--- config.mk ---
export PLATFORM = sky130hd
export DESIGN_NAME = smul_top
export DESIGN_NICKNAME = d
export VERILOG_FILES = /design/src/rtl/smul_pkg.sv /design/src/rtl/smul_ctrl.sv /design/src/rtl/smul_dpath.sv /design/src/rtl/smul_top.sv
export SDC_FILE = /design/constraint.sdc
export NUM_CORES = 1
export LEC_CHECK = 0
export BUFFER_PORTS_ARGS = -buffer_cell sky130_fd_sc_hd__buf_4
export CAP_MARGIN = 0
export CORE_ASPECT_RATIO = 1.75
export CORE_MARGIN = 1.5
export CORE_UTILIZATION = 59
export DETAILED_ROUTE_END_ITERATION = 10
export GPL_TIMING_DRIVEN = 0
export PLACE_DENSITY = 0.84
export SLEW_MARGIN = 0
export SYNTH_ARGS = -nofsm -noshare
export SYNTH_HDL_FRONTEND = slang
export SYNTH_SLANG_ARGS = --single-unit
--- constraint.sdc ---
create_clock -name clk -period 6.5 [get_ports clk]
set_clock_uncertainty 0.15 [all_clocks]
set_input_delay 1.3 -clock clk [delete_from_list [all_inputs] [get_ports clk]]
set_output_delay 1.3 -clock clk [all_outputs]
set_load 0.005 [all_outputs]
--- src/rtl/smul_pkg.sv ---
package smul_pkg;
    // Controller state codes: bit 1 marks the shift phase, bit 0 the add phase.
    typedef enum logic [1:0] {
        ST_IDLE  = 2'b00,
        ST_ADD   = 2'b01,
        ST_SHIFT = 2'b10
    } ctl_state_e;
endpackage

--- src/rtl/smul_ctrl.sv ---
module smul_ctrl
    import smul_pkg::*;
(
    input  logic clk,
    input  logic rst,
    input  logic go,
    input  logic q_lsb,
    input  logic cnt_zero,
    output logic in_idle,
    output logic do_init,
    output logic do_add,
    output logic do_clr_c,
    output logic do_shift
);
    ctl_state_e state;
    ctl_state_e state_nxt;

    // State register
    always_ff @(posedge clk) begin
        if (rst) begin
            state <= ST_IDLE;
        end else begin
            state <= state_nxt;
        end
    end

    // Sequencing
    always_comb begin
        state_nxt = ST_IDLE;
        unique case (state)
            ST_IDLE:  state_nxt = go ? ST_ADD : ST_IDLE;
            ST_ADD:   state_nxt = ST_SHIFT;
            ST_SHIFT: state_nxt = cnt_zero ? ST_IDLE : ST_ADD;
            default:  state_nxt = ST_IDLE;
        endcase
    end

    // Control outputs from the decoded state
    always_comb begin
        in_idle  = 1'b0;
        do_init  = 1'b0;
        do_add   = 1'b0;
        do_clr_c = 1'b0;
        do_shift = 1'b0;
        unique case (state)
            ST_IDLE: begin
                in_idle  = 1'b1;
                do_init  = go;
                do_clr_c = go;
            end
            ST_ADD: begin
                do_add = q_lsb;
            end
            ST_SHIFT: begin
                do_clr_c = 1'b1;
                do_shift = 1'b1;
            end
            default: begin
                in_idle = 1'b0;
            end
        endcase
    end
endmodule

--- src/rtl/smul_dpath.sv ---
module smul_dpath #(
    parameter int WIDTH = 8,
    parameter int CW    = 3
) (
    input  logic             clk,
    input  logic             rst,
    input  logic [WIDTH-1:0] din,
    input  logic             ld_b,
    input  logic             ld_q,
    input  logic             do_init,
    input  logic             do_add,
    input  logic             do_clr_c,
    input  logic             do_shift,
    output logic [WIDTH-1:0] b_q,
    output logic [WIDTH-1:0] a_q,
    output logic [WIDTH-1:0] q_q,
    output logic             c_q,
    output logic [CW-1:0]    p_q,
    output logic             cnt_zero
);
    localparam logic [CW-1:0] CNT_START = CW'(WIDTH - 1);

    logic [WIDTH:0] sum;
    assign sum = {1'b0, a_q} + {1'b0, b_q};

    // Multiplicand
    always_ff @(posedge clk) begin
        if (rst) begin
            b_q <= '0;
        end else if (ld_b) begin
            b_q <= din;
        end
    end

    // Accumulator and carry
    always_ff @(posedge clk) begin
        if (rst) begin
            a_q <= '0;
            c_q <= 1'b0;
        end else begin
            if (do_init) begin
                a_q <= '0;
            end else if (do_add) begin
                a_q <= sum[WIDTH-1:0];
            end else if (do_shift) begin
                a_q <= {c_q, a_q[WIDTH-1:1]};
            end
            if (do_clr_c) begin
                c_q <= 1'b0;
            end else if (do_add) begin
                c_q <= sum[WIDTH];
            end
        end
    end

    // Multiplier / low product half
    always_ff @(posedge clk) begin
        if (rst) begin
            q_q <= '0;
        end else if (ld_q) begin
            q_q <= din;
        end else if (do_shift) begin
            if (WIDTH > 1) begin
                q_q <= {a_q[0], q_q[WIDTH-1:1]};
            end else begin
                q_q <= a_q[0:0];
            end
        end
    end

    // Bit counter with zero detect on the pre-decrement value
    always_ff @(posedge clk) begin
        if (rst) begin
            p_q <= '0;
        end else if (do_init) begin
            p_q <= CNT_START;
        end else if (do_shift) begin
            p_q <= p_q - 1'b1;
        end
    end

    assign cnt_zero = (p_q == '0);
endmodule

--- src/rtl/smul_top.sv ---
module smul_top #(
    parameter int WIDTH = 8
) (
    input  logic               clk,
    input  logic               rst,
    input  logic [WIDTH-1:0]   din,
    input  logic               ld_mcand,
    input  logic               ld_mplier,
    input  logic               go,
    output logic [2*WIDTH-1:0] product,
    output logic               busy
);
    localparam int CW = (WIDTH > 1) ? $clog2(WIDTH) : 1;

    logic             in_idle;
    logic             do_init;
    logic             do_add;
    logic             do_clr_c;
    logic             do_shift;
    logic [WIDTH-1:0] b_q;
    logic [WIDTH-1:0] a_q;
    logic [WIDTH-1:0] q_q;
    logic             c_q;
    logic [CW-1:0]    p_q;
    logic             cnt_zero;

    smul_ctrl u_ctrl (
        .clk      (clk),
        .rst      (rst),
        .go       (go),
        .q_lsb    (q_q[0]),
        .cnt_zero (cnt_zero),
        .in_idle  (in_idle),
        .do_init  (do_init),
        .do_add   (do_add),
        .do_clr_c (do_clr_c),
        .do_shift (do_shift)
    );

    smul_dpath #(
        .WIDTH (WIDTH),
        .CW    (CW)
    ) u_dp (
        .clk      (clk),
        .rst      (rst),
        .din      (din),
        .ld_b     (ld_mcand & in_idle),
        .ld_q     (ld_mplier & in_idle),
        .do_init  (do_init),
        .do_add   (do_add),
        .do_clr_c (do_clr_c),
        .do_shift (do_shift),
        .b_q      (b_q),
        .a_q      (a_q),
        .q_q      (q_q),
        .c_q      (c_q),
        .p_q      (p_q),
        .cnt_zero (cnt_zero)
    );

    assign product = {a_q, q_q};
    assign busy    = ~in_idle;
endmodule

# Word level (Yosys, flattened, before mapping)
# Index checks and enable logic that the tools add are counted.
classes:
  addsub: 2
  eq_ne: 2
  n_mux: 14
  bitwise_logic: 3
  n_reduce_logical: 7
op_table:
  columns: ["op", "count"]
  rows:
  - ["2-to-1 mux 8 bit", 4]
  - ["adder 8 x 8 -> 9 bit", 1]
  - ["2-to-1 mux 1 bit", 6]
  - ["2-to-1 mux 3 bit", 2]
  - ["case mux 2 bit (3 select lines)", 1]
  - ["nonzero test 2 bit", 3]
  - ["OR reduction 2 bit", 2]
  - ["logical NOT 3 bit", 1]
  - ["subtractor 3 x 1 -> 3 bit (second input constant)", 1]
  - ["AND 1 bit", 2]
  - ["== test 2 x 1 -> 1 bit (second input constant)", 1]
  - ["== test 2 bit (second input constant)", 1]
  - ["logical NOT 2 bit", 1]
  - ["case mux 1 bit (2 select lines)", 1]
  - ["inverter 1 bit", 1]
word_totals:
  ff_bits: 30
  input_bits: 13
  out_inout_bits: 17
  wordCells: 34

# Logic depth before layout (Yosys ltp)
logic_depth:
  depth_word: 4
  mapped_depth: 6
  depth_no_buf: 6

# Hierarchy
# Synthesis repeated with hierarchy kept, for this count alone.
hier_totals:
  hier_cells: 185
  hier_area_um2: 1646.6
modules_own_cells:
  columns: ["module", "n_inst", "cells_per_inst", "area_each_um2", "seq_area_each_um2"]
  rows:
  - ["smul_dpath", 1, 172, 1532.7, 560.5]
  - ["smul_ctrl", 1, 10, 97.6, 40.0]
  - ["smul_top", 1, 3, 16.3, 0.0]

# Worst setup path after synthesis
# No wires, ideal clock.
synth_timing:
  kind: "input-to-reg"
  start: "in rst"
  end: "reg u_dp.a_q[7]"
  setup_time_ns: 0.059
  t_arrival_ns: 2.254
  setup_slack_ns: 4.036
  stages: 4
  cell_sequence: "clkbuf_1 or4_4 o32ai_2 a41o_1"
synth_via:
  elab_chain_len: 1
synth_lines:
  columns: ["element", "line", "source"]
  rows:
  - ["start: declaration", "smul_top.sv:5", "input logic rst,"]
  - ["OR reduction 2 bit (no line)", null, null]
  - ["end signal: assignment", "smul_dpath.sv:44", "a_q <= sum[WIDTH-1:0];"]
  - ["end signal: assignment", "smul_dpath.sv:46", "a_q <= {c_q, a_q[WIDTH-1:1]};"]
  - ["end: declaration", "smul_dpath.sv:15", "output logic [WIDTH-1:0] a_q,"]
# Every way passes these cells.
# A chain may end at the register's enable or synchronous reset.

# Worst setup path in the final report
layout_timing:
  start: "reg u_ctrl.state[1]"
  end: "out busy"
layout_via:
  elab_chain_len: 3
layout_lines:
  columns: ["element", "line", "source"]
  rows:
  - ["start: declaration", "smul_ctrl.sv:15", "ctl_state_e state;"]
  - ["start signal: assignment", "smul_ctrl.sv:23", "state <= state_nxt;"]
  - ["logical NOT 2 bit", "smul_ctrl.sv:45", "unique case (state)"]
  - ["2-to-1 mux 1 bit", "smul_ctrl.sv:45", null]
  - ["inverter 1 bit", "smul_top.sv:62", "assign busy = ~in_idle;"]
  - ["end: declaration", "smul_top.sv:11", "output logic busy"]
# Every way passes these cells.

==> impl_metrics.yaml <==
status:
  status: "finished, final reports clean"
drt:
  drc: 0
  drt_first_pass_iters: 4
  vias: 1534
  drt_iter0_drc: 31
  avgRoutedWirePerCell_um: 16.0
  post_drt_via_cell_ratio: 6.11
  drtAntennaViolNets: 0
  wl_um: 4010
synth:
  synth.ff_latch_count: 30
  synth_fp_nets: 212
  netlist_area_um2: 1630
  yosysSeqAreaShare: 0.369
  synth.distinct_cells: 46
  yosys-top-cells-area: "dfxtp_1 (37%), a21oi_1 (7.7%), ha_1 (7.7%), nand2_1 (7.1%), a22oi_1 (5.1%)"
  yosys.area.top_type: "dfxtp_1"
  syn_avg_cell_area_um2: 8.66
  synth_ff_type: "dfxtp_1"
  synth_warnings: 0
  netlist.area_leader.share: 0.369
  synth-edff-count: 0
  netlist_top_cells_count: "nand2_1 (31), dfxtp_1 (30), a21oi_1 (25)"
  postSynth.asyncResetShare: 0
  synthCells: 188
  yosysMostFrequentCell: "nand2_1"
setup_path:
  critPathTopFamily: "flip-flops"
  critPathLaunchType: "register"
  arrival_ps: 1110
  crit_path_top_delay_cell: "dfxtp_1"
  crit_path_end_kind: "output port"
  critical_path.max_stage_delay_ps: 330
  worstPathMaxFanout: 10
  critical_path_class: "reg2out"
  cp.required_ps: 5050
  path_buf_inv: 3
  path_cells: "buf_6 -> nor2_1 -> inv_1 -> buf_4"
clocking:
  clk_latency_ps: 290
  cts-root-buf: "clkbuf_8"
  cts-resized-gates: 0
  htreeDepth: 2
  cts_made_buffers: 5
  cts_num_sinks: 30
  cts_setup_buffers: 0
  clk_path_buf_depth: 2
  cts_tree: "yes"
  cts.reportedPaths.clkPinSlew_ps: 70
  hold_buffers: 0
pwr:
  switchingPower_uw: 121
  p_total_uw: 419
  power_density_nw_per_um2: 214
  p_seq_frac: 0.479
  p_sw_frac: 0.289
  p_clk_frac: 0.367
  peakVddDrop_v: 0.000196
  internal-power_uw: 298
  combPwrFrac: 0.154
  p_leak_uw: 0.000869
global_route:
  grt_max_degree: 12
  overflow: 0
  grt_pass1_vias: 1527
  antenna_found_initial: 0
  grt_pass1_wl_um: 6670
  grt_use_total: 0.283
sta:
  hold_violations: 0
  slew_headroom: 0.570
  tightest_slew_ps: 643
  fin_crit_sh: 0.394
  fin_ws_ps: 3940
  fin_crit_ps: 2560
  fmax_ghz: 0.390
  setup-tns-final_ps: 0
  drv_slew: 0
  rsz0062_at_grt: "no"
  whs_ps: 317
  setup_viol: 0
floorplan:
  coreArea_um2: 2660
  die_area_um2: 3100
  io_pins: 30
  die_h_um: 72.5
  die_w_um: 42.7
  num_rows: 25
  start_util: 0.612
place:
  place_ws_ps: 3860
  dpl.hpwl_um: 3010
  port_buffers: 28
  gp_congestion: 0.965
finish:
  fin_nets: 247
  area.growth.synth_to_final_pct: 20.5
  drive_above_1_share: 0.232
  fillers: 209
  antenna_cells: 0
  final_util: 0.738
run:
  drv_cap: 0
hold_path:
  hold_class: "reg2reg"
worst paths after layout:
kind / from / to / slack (ps) / cells after the start
max: u_ctrl.state[1]$_SDFF_PP0_ / busy / 3940 / 4
min: u_dp.b_q[7]$_SDFFE_PP0P_ / u_dp.b_q[7]$_SDFFE_PP0P_ / 320 / 2
max reg2reg: u_dp.a_q[0]$_SDFFE_PP0P_ / u_dp.a_q[6]$_SDFFE_PP0P_ / 4180 / 6
min reg2reg: u_dp.b_q[7]$_SDFFE_PP0P_ / u_dp.b_q[7]$_SDFFE_PP0P_ / 320 / 2
sequential cells by signal, indices dropped and copies added (netlist names):
name	count
u_ctrl.state	2
u_dp.a_q	8
u_dp.b_q	8
u_dp.c_q	1
u_dp.p_q	3
u_dp.q_q	8
power by group through the flow:
stage / registers [uW] / clock network (uW) / logic (uW)
finish: 201 / 154 / 64.6
global route: 202 / 162 / 72.3
CTS: 201 / 154 / 64.5
detailed placement: 205 / 0 / 64.0
global placement: 204 / 0 / 61.6
floorplan: 203 / 0 / 41.4
worst register-to-register path, delay by kind of cell (launching register included):
| family | cells | cell delay, ps |
|---|---|---|
| AOI/OAI and AO/OA | 2 | 450 |
| adders and majority gates | 2 | 700 |
| DFF | 1 | 360 |
| and+or+nand+nor | 2 | 550 |
per-layer routing:
| layer | up-vias | GRT usage | wire length, um |
|---|---|---|---|
| met4 | 0 | 0.149 | 89 |
| met2 | 44 | 0.525 | 2260 |
| li1 | 750 | - | - |
| met5 | - | 0 | 0 |
| met3 | 12 | 0.0572 | 155 |
| met1 | 728 | 0.283 | 1510 |
kinds of logic (layout without fill, tap and decap cells):
| group | count (synthesis) | in the layout | synth area share |
|---|---|---|---|
| simple gates | 65 | 65 | 0.211 |
| flops | 30 | 30 | 0.369 |
| buf+inv | 17 | 53 | 0.0623 |
| fa+ha+maj | 11 | 11 | 0.0892 |
| compound gates | 62 | 62 | 0.252 |
| xor+xnor | 3 | 3 | 0.0161 |
cell type report:
class | instances | area (um2) | area share
Buffer | 12 | 82.6 | 0.0421
Clock buffer | 5 | 68.8 | 0.0351
Clock inverter | 3 | 21.3 | 0.0108
Inverter | 5 | 18.8 | 0.00957
Multi-Input combinational cell | 141 | 926 | 0.472
Sequential cell | 30 | 601 | 0.306
Tap cell | 27 | 33.8 | 0.0172
Timing Repair Buffer | 28 | 210 | 0.107
through the flow:
| step | cells | area (um2) |
|---|---|---|
| after detailed placement | 243 | 1870 |
| final | 251 | 1960 |
| after global placement | 243 | 1870 |
| after global routing | 251 | 1960 |
| after CTS | 251 | 1960 |
| after floorplan | 188 | 1630 |
placed cells by master (no fill, tap or decap), types with 2 or more instances in the layout:
cell type / count
a211oi_1: 6
a21oi_1: 25
dfxtp_1: 30
ha_1: 10
nor3b_2: 2
clkbuf_8: 5
a221oi_1: 2
inv_1: 5
a22oi_1: 11
a21o_1: 2
clkbuf_1: 4
or3_1: 2
nand2_1: 31
buf_6: 4
nor2_1: 9
nor3b_1: 2
or2_2: 2
and3b_1: 2
a31oi_1: 2
o21ai_0: 4
buf_4: 29
xor2_1: 2
nand3_1: 2
buf_2: 3
nor3_1: 2
o21bai_1: 2
(Power assumes the default switching activity.)
